**src/rtl/uart_reg_pkg.sv**
```systemverilog
package uart_reg_pkg;
  localparam int BUS_W      = 32;
  localparam int BYTE_W     = 8;
  localparam int NUM_REGS   = 7;
  // register index; byte offset = index * 4
  localparam int REG_TXD    = 0;
  localparam int REG_RXD    = 1;
  localparam int REG_TXC    = 2;
  localparam int REG_RXC    = 3;
  localparam int REG_IE     = 4;
  localparam int REG_IP     = 5;
  localparam int REG_DIV    = 6;
  localparam int IE_W       = 2;
  localparam int IE_TX_BIT  = 0;
  localparam int IE_RX_BIT  = 1;
  localparam int RX_EMPTY_BIT = 31;
endpackage

```
**src/rtl/uart_rx_fifo.sv**
```systemverilog
module uart_rx_fifo #(
  parameter int DEPTH  = 8,
  parameter int DW     = 8,
  localparam int CW    = $clog2(DEPTH + 1)
) (
  input  logic          clk_i,
  input  logic          rst_ni,
  input  logic          push_i,
  input  logic [DW-1:0] push_data_i,
  input  logic          pop_i,
  output logic [DW-1:0] head_o,
  output logic [CW-1:0] count_o,
  output logic          full_o,
  output logic          empty_o
);
  logic [CW-1:0] count_q;
  logic          push_ok, pop_ok;
  logic [CW-1:0] wr_idx;
  logic [DW-1:0] slots [DEPTH];

  assign full_o  = (count_q == CW'(DEPTH));
  assign empty_o = (count_q == '0);
  // acceptance judged on the count before the edge
  assign push_ok = push_i && !full_o;
  assign pop_ok  = pop_i && !empty_o;
  assign wr_idx  = pop_ok ? count_q - CW'(1) : count_q;

  for (genvar g = 0; g < DEPTH; g++) begin : g_slot
    logic [DW-1:0] slot_q;
    logic [DW-1:0] nxt;
    if (g == DEPTH - 1) begin : g_last
      assign nxt = slot_q;
    end else begin : g_mid
      assign nxt = slots[g+1];
    end
    always_ff @(posedge clk_i or negedge rst_ni) begin
      if (!rst_ni)                             slot_q <= '0;
      else if (push_ok && wr_idx == CW'(g))    slot_q <= push_data_i;
      else if (pop_ok)                         slot_q <= nxt;
    end
    assign slots[g] = slot_q;
  end

  always_ff @(posedge clk_i or negedge rst_ni) begin
    if (!rst_ni) count_q <= '0;
    else         count_q <= count_q + CW'(push_ok) - CW'(pop_ok);
  end

  assign head_o  = slots[0];
  assign count_o = count_q;
endmodule

```
**src/rtl/uart_addr_dec.sv**
```systemverilog
module uart_addr_dec
  import uart_reg_pkg::*;
#(
  parameter int ADDR_W = 5
) (
  input  logic [ADDR_W-1:0]   addr_i,
  output logic [NUM_REGS-1:0] hit_o,
  output logic                unmapped_o
);
  for (genvar g = 0; g < NUM_REGS; g++) begin : g_hit
    assign hit_o[g] = (addr_i == ADDR_W'(g * 4));
  end
  assign unmapped_o = ~|hit_o;
endmodule

```
**src/rtl/uart_reg_front.sv**
```systemverilog
module uart_reg_front
  import uart_reg_pkg::*;
#(
  parameter int          ADDR_W  = 5,
  parameter int          DEPTH   = 8,
  parameter logic [31:0] DIV_RST = 32'd16,
  localparam int         CW      = $clog2(DEPTH + 1)
) (
  input  logic              clk_i,
  input  logic              rst_ni,
  input  logic              req_i,
  input  logic              we_i,
  input  logic [ADDR_W-1:0] addr_i,
  input  logic [31:0]       wdata_i,
  output logic [31:0]       rdata_o,
  output logic              err_o,
  input  logic              rx_valid_i,
  input  logic [7:0]        rx_data_i,
  output logic              rx_ready_o,
  output logic              tx_valid_o,
  output logic [7:0]        tx_data_o,
  output logic              irq_o
);
  logic [NUM_REGS-1:0] hit;
  logic                unmapped;
  logic                rd_req, wr_req, pop;
  logic [BYTE_W-1:0]   fifo_head;
  logic [CW-1:0]       fifo_cnt;
  logic                fifo_full, fifo_empty;
  logic [BUS_W-1:0]    txctrl_q, rxctrl_q, div_q, rd_val, rdata_q;
  logic [IE_W-1:0]     ie_q;
  logic                err_q, tx_valid_q;
  logic [BYTE_W-1:0]   tx_data_q;

  uart_addr_dec #(.ADDR_W(ADDR_W)) u_dec (
    .addr_i     (addr_i),
    .hit_o      (hit),
    .unmapped_o (unmapped)
  );

  assign rd_req = req_i && !we_i;
  assign wr_req = req_i && we_i;
  assign pop    = rd_req && hit[REG_RXD];

  uart_rx_fifo #(.DEPTH(DEPTH), .DW(BYTE_W)) u_fifo (
    .clk_i       (clk_i),
    .rst_ni      (rst_ni),
    .push_i      (rx_valid_i),
    .push_data_i (rx_data_i),
    .pop_i       (pop),
    .head_o      (fifo_head),
    .count_o     (fifo_cnt),
    .full_o      (fifo_full),
    .empty_o     (fifo_empty)
  );

  assign rx_ready_o = !fifo_full;
  assign irq_o      = ie_q[IE_RX_BIT] && !fifo_empty;

  always_ff @(posedge clk_i or negedge rst_ni) begin
    if (!rst_ni) begin
      txctrl_q <= '0;
      rxctrl_q <= '0;
      div_q    <= DIV_RST;
      ie_q     <= '0;
    end else if (wr_req) begin
      if (hit[REG_TXC]) txctrl_q <= wdata_i;
      if (hit[REG_RXC]) rxctrl_q <= wdata_i;
      if (hit[REG_DIV]) div_q    <= wdata_i;
      if (hit[REG_IE])  ie_q     <= wdata_i[IE_W-1:0];
    end
  end

  always_comb begin
    rd_val = '0;
    if (hit[REG_RXD]) begin
      if (fifo_empty) rd_val[RX_EMPTY_BIT] = 1'b1;
      else            rd_val[BYTE_W-1:0]   = fifo_head;
    end
    if (hit[REG_TXC]) rd_val = txctrl_q;
    if (hit[REG_RXC]) rd_val = rxctrl_q;
    if (hit[REG_DIV]) rd_val = div_q;
    if (hit[REG_IE])  rd_val[IE_W-1:0] = ie_q;
    if (hit[REG_IP])  rd_val[IE_RX_BIT] = !fifo_empty;
  end

  always_ff @(posedge clk_i or negedge rst_ni) begin
    if (!rst_ni) begin
      rdata_q    <= '0;
      err_q      <= 1'b0;
      tx_valid_q <= 1'b0;
      tx_data_q  <= '0;
    end else begin
      err_q      <= req_i && unmapped;
      tx_valid_q <= wr_req && hit[REG_TXD];
      if (wr_req && hit[REG_TXD]) tx_data_q <= wdata_i[BYTE_W-1:0];
      if (req_i) rdata_q <= we_i ? '0 : rd_val;
    end
  end

  assign rdata_o    = rdata_q;
  assign err_o      = err_q;
  assign tx_valid_o = tx_valid_q;
  assign tx_data_o  = tx_data_q;
endmodule

```
**config.mk**
```make
export PLATFORM = sky130hd
export DESIGN_NAME = uart_reg_front
export DESIGN_NICKNAME = d
export VERILOG_FILES = /design/src/rtl/uart_reg_pkg.sv /design/src/rtl/uart_rx_fifo.sv /design/src/rtl/uart_addr_dec.sv /design/src/rtl/uart_reg_front.sv
export SDC_FILE = /design/constraint.sdc
export NUM_CORES = 1
export LEC_CHECK = 0
export CAP_MARGIN = 25
export CORE_MARGIN = 2
export CORE_UTILIZATION = 55
export DETAILED_ROUTE_END_ITERATION = 10
export DONT_BUFFER_PORTS = 1
export PLACE_DENSITY = 0.7
export REMOVE_ABC_BUFFERS = 1
export SKIP_LAST_GASP = 1
export SLEW_MARGIN = 30
export SYNTH_ARGS = -nofsm -noshare
export SYNTH_HDL_FRONTEND = slang
export SYNTH_SLANG_ARGS = --single-unit
```
**constraint.sdc**
```tcl
create_clock -name clk_i -period 3.7 [get_ports clk_i]
set_clock_uncertainty 0.2 [all_clocks]
set_input_delay 0.185 -clock clk_i [delete_from_list [all_inputs] [get_ports clk_i]]
set_output_delay 0.185 -clock clk_i [all_outputs]
set_load 0.02 [all_outputs]
```
Word-level counts from Yosys, hierarchy flattened

Index checks and enable logic that the tools add are counted.

Word-level logic and storage cells: 94
Output and inout port bits: 44
Input port bits: 50
Bits in registers: 208

Multiplexer cells: 25
Reduce and logical (&&, ||, !) cells: 35
Add/sub/neg operators: 3
Eq/ne operators: 14

Operators with widths:

| operator                                          | count |
|---|---|
| two-way mux 32 bit                                | 4 |
| two-way mux 8 bit                                 | 16 |
| == test 4 x 3 -> 1 bit (second input constant)    | 4 |
| logical AND 1 bit                                 | 16 |
| == test 5 bit (second input constant)             | 3 |
| nonzero test 2 bit                                | 7 |
| == test 5 x 4 -> 1 bit (second input constant)    | 2 |
| == test 4 x 2 -> 1 bit (second input constant)    | 2 |
| logical NOT 4 bit                                 | 2 |
| AND reduction 2 bit                               | 4 |
| OR reduction 7 bit                                | 1 |
| == test 5 x 3 -> 1 bit (second input constant)    | 1 |
| logical NOT 5 bit                                 | 1 |
| adder 4 x 1 -> 4 bit                              | 1 |
| == test 4 x 1 -> 1 bit (second input constant)    | 1 |
| == test 4 bit (second input constant)             | 1 |
| logical NOT 1 bit                                 | 4 |
| two-way mux 4 bit                                 | 1 |
| subtractor 4 x 1 -> 4 bit                         | 1 |
| subtractor 4 x 1 -> 4 bit (second input constant) | 1 |
| two-way mux 1 bit                                 | 3 |
| two-way mux 2 bit                                 | 1 |

Longest topological paths before layout

Gate-level depths: netlist of the first run.

Word-level depth: 9
Mapped depth: 13
Depth with buffers taken out: 11

Cells and area by module

A second synthesis of the first run with hierarchy kept.

Cell total of the unflattened synthesis: 679
Area total of the unflattened synthesis: 9,574.2 sq um

By module, submodules not included:

| module         | cells each | seq. area each (sq um) | area each (sq um) | instances |
|---|---|---|---|---|
| uart_reg_front | 418        | 3,504.6                | 5,884.4           | 1 |
| uart_rx_fifo   | 248        | 1,701.6                | 3,601.0           | 1 |
| uart_addr_dec  | 13         | 0.0                    | 88.8              | 1 |

Worst setup path after synthesis of the first run

No wires, ideal clock.

Kind: register to register
Start point: reg u_fifo.count_q[1], in the netlist u_fifo.count_o[1]
End point: reg u_fifo.count_q[2], in the netlist u_fifo.count_o[2]
Required time: 3,378 ps
Path slack: 849 ps
Period minus slack after synthesis: 2,851 ps
Path buffers: 2
Cell stages (with the launch flop): 13
Data arrival time: 2,529 ps
Setup time: 122 ps
Cells stage by stage: dfrtp_1 inv_1 ha_1 a21oi_1 nand4_4 buf_2 clkbuf_1 nand2_1 nand2_1 ha_1 inv_1 fa_1 xor2_1

Word-level cells in the longest chain between the ends: 5
Elaborated cells between the ends (all ways): 8
Classes of those cells: add/sub: 2; eq/ne: 1; reduce/logical: 5

RTL lines:

| what                          | line               | text |
|---|---|---|
| from (decl)                   | uart_rx_fifo.sv:16 | `logic [CW-1:0] count_q;` |
| from (signal assigned)        | uart_rx_fifo.sv:46 | `else count_q <= count_q + CW'(push_ok) - CW'(pop_ok);` |
| == test 4 bit                 | uart_rx_fifo.sv:21 | `assign full_o = (count_q == CW'(DEPTH));` |
| logical NOT 1 bit             | uart_rx_fifo.sv:24 | `assign push_ok = push_i && !full_o;` |
| logical AND 1 bit             | uart_rx_fifo.sv:24 |  |
| adder 4 x 1 -> 4 bit          | uart_rx_fifo.sv:46 |  |
| subtractor 4 x 1 -> 4 bit (*) | uart_rx_fifo.sv:46 |  |

Mark *: on every way between the ends. The rest lies on a longest branch, timed or not.
A chain may end at the register's enable or synchronous reset.

Final worst setup path of the first run

Start point: reg u_fifo.count_q[0], in the netlist u_fifo.count_o[0]
End point: reg u_fifo.g_slot[7].slot_q[5]

Word-level cells in the longest chain between the ends: 6
Elaborated cells between the ends (all ways): 10
Classes of those cells: add/sub: 1; eq/ne: 2; mux: 1; reduce/logical: 6

RTL lines:

| what                                                              | line               | text |
|---|---|---|
| branches (longest 5 deep; another with subtractor 4 x 1 -> 4 bit) | n/a                |  |
| logical AND 1 bit (*)                                             | uart_rx_fifo.sv:38 | `else if (push_ok && wr_idx == CW'(g)) slot_q <= push_data_i;` |
| to (signal assigned)                                              | uart_rx_fifo.sv:38 |  |
| to (signal assigned)                                              | uart_rx_fifo.sv:39 | `else if (pop_ok) slot_q <= nxt;` |
| to (decl)                                                         | uart_rx_fifo.sv:29 | `logic [DW-1:0] slot_q;` |

Mark *: on every way between the ends.

==> results.cfg, run 1 <==
[outcome]
violations = hold timing
status = finished, violations left

[critical_path]
cp_max_fo = 8
cp-startpoint = u_fifo.count_o[0]
slowest_stage = or3_1
end_kind = flip-flop
arrival_ns = 3.25
cpPeakStageDelay_ns = 0.56
r2r-start = u_fifo.count_o[0]
critPathLaunchType = flip-flop
critPathRequiredTime_ns = 3.88
cp_cell_sequence = inv_1 -> ha_1 -> a21oi_1 -> nand4_4 -> or3_1 -> and4_1 -> mux2_4
path_class = flip-flop to flip-flop

[placement]
dp_hpwl_mm = 12.03
gp_congestion = 0.7755
dp_slack_ns = 0.6443
placed_area_um2 = 9824
dpl.cell_count = 944
portBuffers = 0

[floorplan]
start_util_pct = 56.06
die-area_um2 = 18580
die_h_um = 136.3
core-area_um2 = 17180
num_rows = 48
die-width_um = 136.3
pin_count = 94

[pwr]
power.density_nw_per_um2 = 615.0
ir_drop_mv = 0.3800
finalPower_mw = 6.915
power.leakage_nw = 5.118

[synth]
synth_edf_count = 0
synthCells = 750
avgSynthCellArea_um2 = 12.84
synthDistinctLibCells = 47
synthArstFlopShare_pct = 100.0
syn_area_um2 = 9629
yosys_warnings = 0
ys_seq_elements = 208
seq_area_frac_synth_pct = 54.07
synth-main-ff-cell = dfrtp_1

[final_layout]
final_common_cell = mux2_2
drive_above_1_share_pct = 35.29
nFillCells = 1306
final_cell_mix = mux2_2 (211), dfrtp_1 (207), dlygate4sd3_1 (54)
seq_area_um2 = 5206
area_growth_pct = 16.77
final_util_pct = 65.46
fin_nets = 860
final_cells = 1043
fin_area_um2 = 11240
multiInputGateArea_um2 = 4084

[sta]
min_period_ns = 3.063
setup_tns_ns = 0
hold_viol = 208
max_freq_mhz = 326.5
timing.final.crit_share_pct = 82.78
worstMarginPinSlew_ns = 0.6968
relSlewSlack_pct = 53.54
whs_ns = -0.8374
final_max_slew_viol_count = 0
rsz0062_at_grt = false
setup_ws_ns = 0.6370
setup_viol = 0

[global_routing]
grtUsageTotal_pct = 23.01
gr-total-overflow = 0
grt_pass1_wl_mm = 33.85
grt_pass1_vias = 6548
antenna_found_initial = 3
grt_start_max_net_pins = 209

[detailed_routing]
dr_total_vias = 6097
routed_wl_mm = 21.08
drtPass1Iterations = 5
routed_via_density = 5.846
wl_per_cell_um = 20.21
drtIter0Drc = 325
drc = 0
ant_nets = 0

[clock_tree]
clock_path_buffers = 3
htree_levels = 1
cts_hold_buf = 57
cts_tree = built
cts.clk_slew.worst_paths_ns = 0.06
numCtsBuffers = 23
clk-insertion-delay-late_ns = 0.51
cts_resized = 0
cts_setup_buffers = 0
cts_root_buf = clkbuf_16
clock_sinks = 208

[run]
maxCapViolations = 0

[hold_path]
hold_path.class = primary input to asynchronous set/reset pin
routing by layer:
metal	GRT usage, %	share of wire (%)	routed length, um
met1	28.59	42	8824
met2	40.59	50	10580
met3	5.220	6.2	1310
met4	5.845	1.7	350
met5	0	0.047	10
cells by family (layout without fill, tap and decap cells):
logic type	count (synthesis)	in the layout	synth area share [%]
mux	246	246	28.73
flops	208	208	54.07
compound gates	103	103	6.471
simple gates	91	91	5.379
buf+inv	89	155	3.742
fa+ha+maj	9	9	1.247
xor+xnor	4	4	0.3639
other cells	0	2	0
worst max-delay path: cells and delay by family (launching register included):
kind,cells,cell delay [ns]
simple gates,3,1.22
flops,1,0.45
mux,1,0.36
fa+ha+maj,1,0.28
compound gates,1,0.26
buf+inv,1,0.16
report_power, final:
group / internal [mW] / switching, mW
sequential: 2.81 / 0.322
clock: 1.47 / 0.898
combinational: 0.855 / 0.559
final timing paths:
path / slack, ns / cells past startpoint / to
worst min register to register: 0.30 / 1 / rxctrl_q[1]
max in group asynchronous: 3.78 / 0 / div_q[4]
worst min-delay path: -0.84 / 0 / div_q[10]
worst max register to register: 0.64 / 7 / u_fifo.g_slot[6].nxt[5]
worst max-delay path: 0.64 / 7 / u_fifo.g_slot[6].nxt[5]
min in group clk_i: 0.03 / 5 / rdata_o[1]
area by class of cell:
type	instances	area share (%)
sequential	208	46.30
timing repair buffer	67	6.075
multi-input combinational	453	36.32
inverter	48	1.602
antenna	2	0.04451
clock buffer	31	5.920
tap	225	2.504
clock inverter	9	1.235
flip-flops by register name, summed over array words and instances (netlist names):
| signal | cells |
|---|---|
| u_fifo.head_o | 8 |
| tx_valid_o | 1 |
| txctrl_q | 32 |
| tx_data_o | 8 |
| err_o | 1 |
| div_q | 32 |
| rdata_o | 32 |
| u_fifo.g_slot.nxt | 56 |
| ie_q | 2 |
| u_fifo.count_o | 4 |
| rxctrl_q | 32 |
synth_stat cells, drive strengths merged (3+ instances only):
master | instances | area share [%]
mux2 | 219 | 26
dfrtp | 207 | 54
inv | 48 | 1.9
a21oi | 32 | 1.7
nor2 | 31 | 1.2
o22ai | 31 | 2.0
mux2i | 27 | 2.8
clkbuf | 25 | 0.97
o21ai | 24 | 1.3
nand2 | 21 | 0.82
buf | 16 | 0.90
nand4 | 12 | 1.4
ha | 8 | 1.0
o311a | 7 | 0.73
nand3 | 6 | 0.31
nor3 | 4 | 0.26
nand2b | 3 | 0.19
(Power assumes the default switching activity.)
==> run 2: changes to the inputs <==
--- a/config.mk
+++ b/config.mk
@@ -5,12 +5,13 @@
 export SDC_FILE = /design/constraint.sdc
 export NUM_CORES = 1
 export LEC_CHECK = 0
+export ABC_AREA = 1
 export CAP_MARGIN = 25
 export CORE_MARGIN = 2
 export CORE_UTILIZATION = 55
 export DETAILED_ROUTE_END_ITERATION = 10
 export DONT_BUFFER_PORTS = 1
-export PLACE_DENSITY = 0.7
+export PLACE_DENSITY = 0.73
 export REMOVE_ABC_BUFFERS = 1
 export SKIP_LAST_GASP = 1
 export SLEW_MARGIN = 30
==> constraint.sdc (replaced) <==
create_clock -name clk_i -period 2.7 [get_ports clk_i]
set_clock_uncertainty 0.2 [all_clocks]
set_input_delay 0.135 -clock clk_i [delete_from_list [all_inputs] [get_ports clk_i]]
set_output_delay 0.135 -clock clk_i [all_outputs]
set_load 0.02 [all_outputs]
==> run 2 against run 1 <==
Effect of this change: the flow still finishes with violations (hold timing); total power up 33%; sequential power up 36%; area after synthesis up 0.87%; largest cell class unchanged; largest power group unchanged.
==> results.cfg, run 2 <==
[synth]
synth_edf_count = 0
synth.top_cells.by_area = dfrtp_1 (53%), nand2_1 (18%), o21ai_0 (8.2%), nand3_1 (6.4%), inv_1 (2.2%)
synthArstFlopShare_pct = 100.0
synthDistinctLibCells = 31
synthCells = 1184
synth-main-ff-cell = dfrtp_1
synth.most_common_cell = nand2_1
seq_area_frac_synth_pct = 53.60
yosys_warnings = 0
ys_seq_elements = 208
syn_area_um2 = 9713
synth_top_area_cell = dfrtp_1
synth_top_cell_area_share_pct = 53.33
avgSynthCellArea_um2 = 8.204
ys_top_cells_by_count = nand2_1 (462), dfrtp_1 (207), o21ai_0 (159), nand3_1 (124), inv_1 (57)

[final_layout]
final_cell_mix = nand2_1 (459), dfrtp_1 (207), o21ai_0 (158)
final_util_pct = 64.37
fin_nets = 1280
diodes = 0
final_common_cell = nand2_1
area_growth_pct = 14.63
largest_reg_flops = 56
nFillCells = 1486
drive_above_1_share_pct = 8.428

[detailed_routing]
wl_per_cell_um = 15.70
routed_via_density = 5.504
drc = 0
drtIter0Drc = 747
routed_wl_mm = 22.91
drtPass1Iterations = 7
ant_nets = 0
dr_total_vias = 8031

[global_routing]
gr-total-overflow = 0
grt_pass1_wl_mm = 38.09
grt_start_max_net_pins = 209
antenna_found_initial = 0
grtUsageTotal_pct = 25.01
grt_pass1_vias = 7581

[critical_path]
end_kind = flip-flop
arrival_ns = 2.69
r2r_end = u_fifo.g_slot[0].nxt[6]
cp_max_fo = 57
path_class = flip-flop to flip-flop
critPathRequiredTime_ns = 2.89
r2r-start = u_fifo.count_o[1]
reg2reg_slack_ns = 0.20
critPathLaunchType = flip-flop
reg2regPathDepth = 10

[floorplan]
die-area_um2 = 18740
num_rows = 48
die_h_um = 136.9
start_util_pct = 56.16
pin_count = 94
die-width_um = 136.9
core-area_um2 = 17300

[clock_tree]
numCtsBuffers = 23
cts_tree = built
clock_sinks = 208
cts.clk_slew.worst_paths_ns = 0.05
cts_hold_buf = 52
htree_levels = 1
cts_root_buf = clkbuf_16
clock_path_buffers = 3
clk-insertion-delay-late_ns = 0.51

[sta]
relSlewSlack_pct = 58.06
rsz0062_at_grt = true
min_period_ns = 2.498
final_max_slew_viol_count = 0
max_freq_mhz = 400.3
setup_viol = 0
whs_ns = -0.8743
hold_viol = 208
timing.final.crit_share_pct = 92.53
worstMarginPinSlew_ns = 0.6268

[pwr]
power.density_nw_per_um2 = 825.9
power.leakage_nw = 5.721
ir_drop_mv = 0.5144

[run]
maxCapViolations = 0

[outcome]
status = finished, violations left
violations = hold timing

[hold_path]
hold_path.class = primary input to asynchronous set/reset pin

[placement]
dp_hpwl_mm = 13.12
portBuffers = 0
gp_congestion = 0.8140
[run 2: cell type report]
type	instances	area [um2]	area share [%]
flip-flops and latches	208	5206	46.76
well taps	225	281.5	2.528
multi-input cells	849	3975	35.70
clock buffers	33	673.1	6.046
clock inverters	5	40.04	0.3596
repair buffers	79	733.2	6.585
inverters	60	225.2	2.023
[run 2: logic make-up (layout without fill, tap and decap cells)]
group                      count (synthesis)  after routing  share of synthesized area, %
AOI/OAI and AO/OA                        206            206                         11.19
adders and majority gates                  9              9                         1.237
buffers and inverters                    127            177                         5.745
xor gates and xnor gates                   4              4                        0.3606
and+or+nand+nor                          630            630                         27.86
DFF                                      208            208                         53.60
[run 2: worst max-delay path, stage by stage (launching register included)]
cell      delay (ns)
dfrtp_1         0.42
inv_1           0.08
ha_1            0.23
nand2_1         0.11
nand2_2         0.11
nor2_4          0.22
clkbuf_8        0.42
inv_1           0.12
buf_4           0.26
nand3_1         0.12
nand2_1         0.06
[run 2: what timing repair did]
action,4_1_cts,5_1_grt
setup endpoints to repair,0,94
setup buffers,0,2
gates resized for setup,0,6
hold endpoints to repair,413,208
[run 2: how the worst max path moves through the flow]
stage / startpoint / endpoint / slack, ns / cells past startpoint
2_1_floorplan: u_fifo.count_o[1] / u_fifo.g_slot[0].nxt[0] / -1.35 / 8
3_3_place_gp: u_fifo.count_o[1] / u_fifo.g_slot[0].nxt[1] / 0.13 / 10
3_5_place_dp: u_fifo.count_o[1] / u_fifo.head_o[7] / 0.06 / 10
4_1_cts: u_fifo.count_o[1] / u_fifo.g_slot[0].nxt[6] / 0.02 / 10
5_1_grt: u_fifo.count_o[1] / u_fifo.g_slot[0].nxt[5] / -0.01 / 11
6_report: u_fifo.count_o[1] / u_fifo.g_slot[0].nxt[6] / 0.20 / 10
[run 2: power breakdown]
group | internal [mW] | switching [mW] | total, mW | leakage (nW)
registers | 3.84 | 0.432 | 4.27 | 2.72
clock network | 1.73 | 1.23 | 2.96 | 0.357
logic | 0.764 | 1.20 | 1.97 | 2.64
[run 2: stage by stage]
| stage | instances | setup WS (ns) | power [mW] | setup TNS, ns | cell area [um2] |
|---|---|---|---|---|---|
| global route | 1459 | -0.01268 | 9.759 | -0.02255 | 11130 |
| detailed placement | 1367 | 0.06297 | 6.197 | 0 | 9868 |
| CTS | 1457 | 0.02308 | 9.243 | 0 | 11100 |
| global placement | 1367 | 0.1322 | 6.093 | 0 | 9868 |
| floorplan | 1117 | -1.353 | 5.642 | -101.66 | 9380 |
| finish | 1459 | 0.2017 | 9.196 | 0 | 11130 |
[run 2: metal layers]
metal  wire (um)  share of wire (%)  global-route usage (%)
met5           0                  0                       0
met4         354                1.5                   5.727
met3        1446                6.3                   3.778
met2       10700                 47                   39.50
met1       10400                 45                   36.75
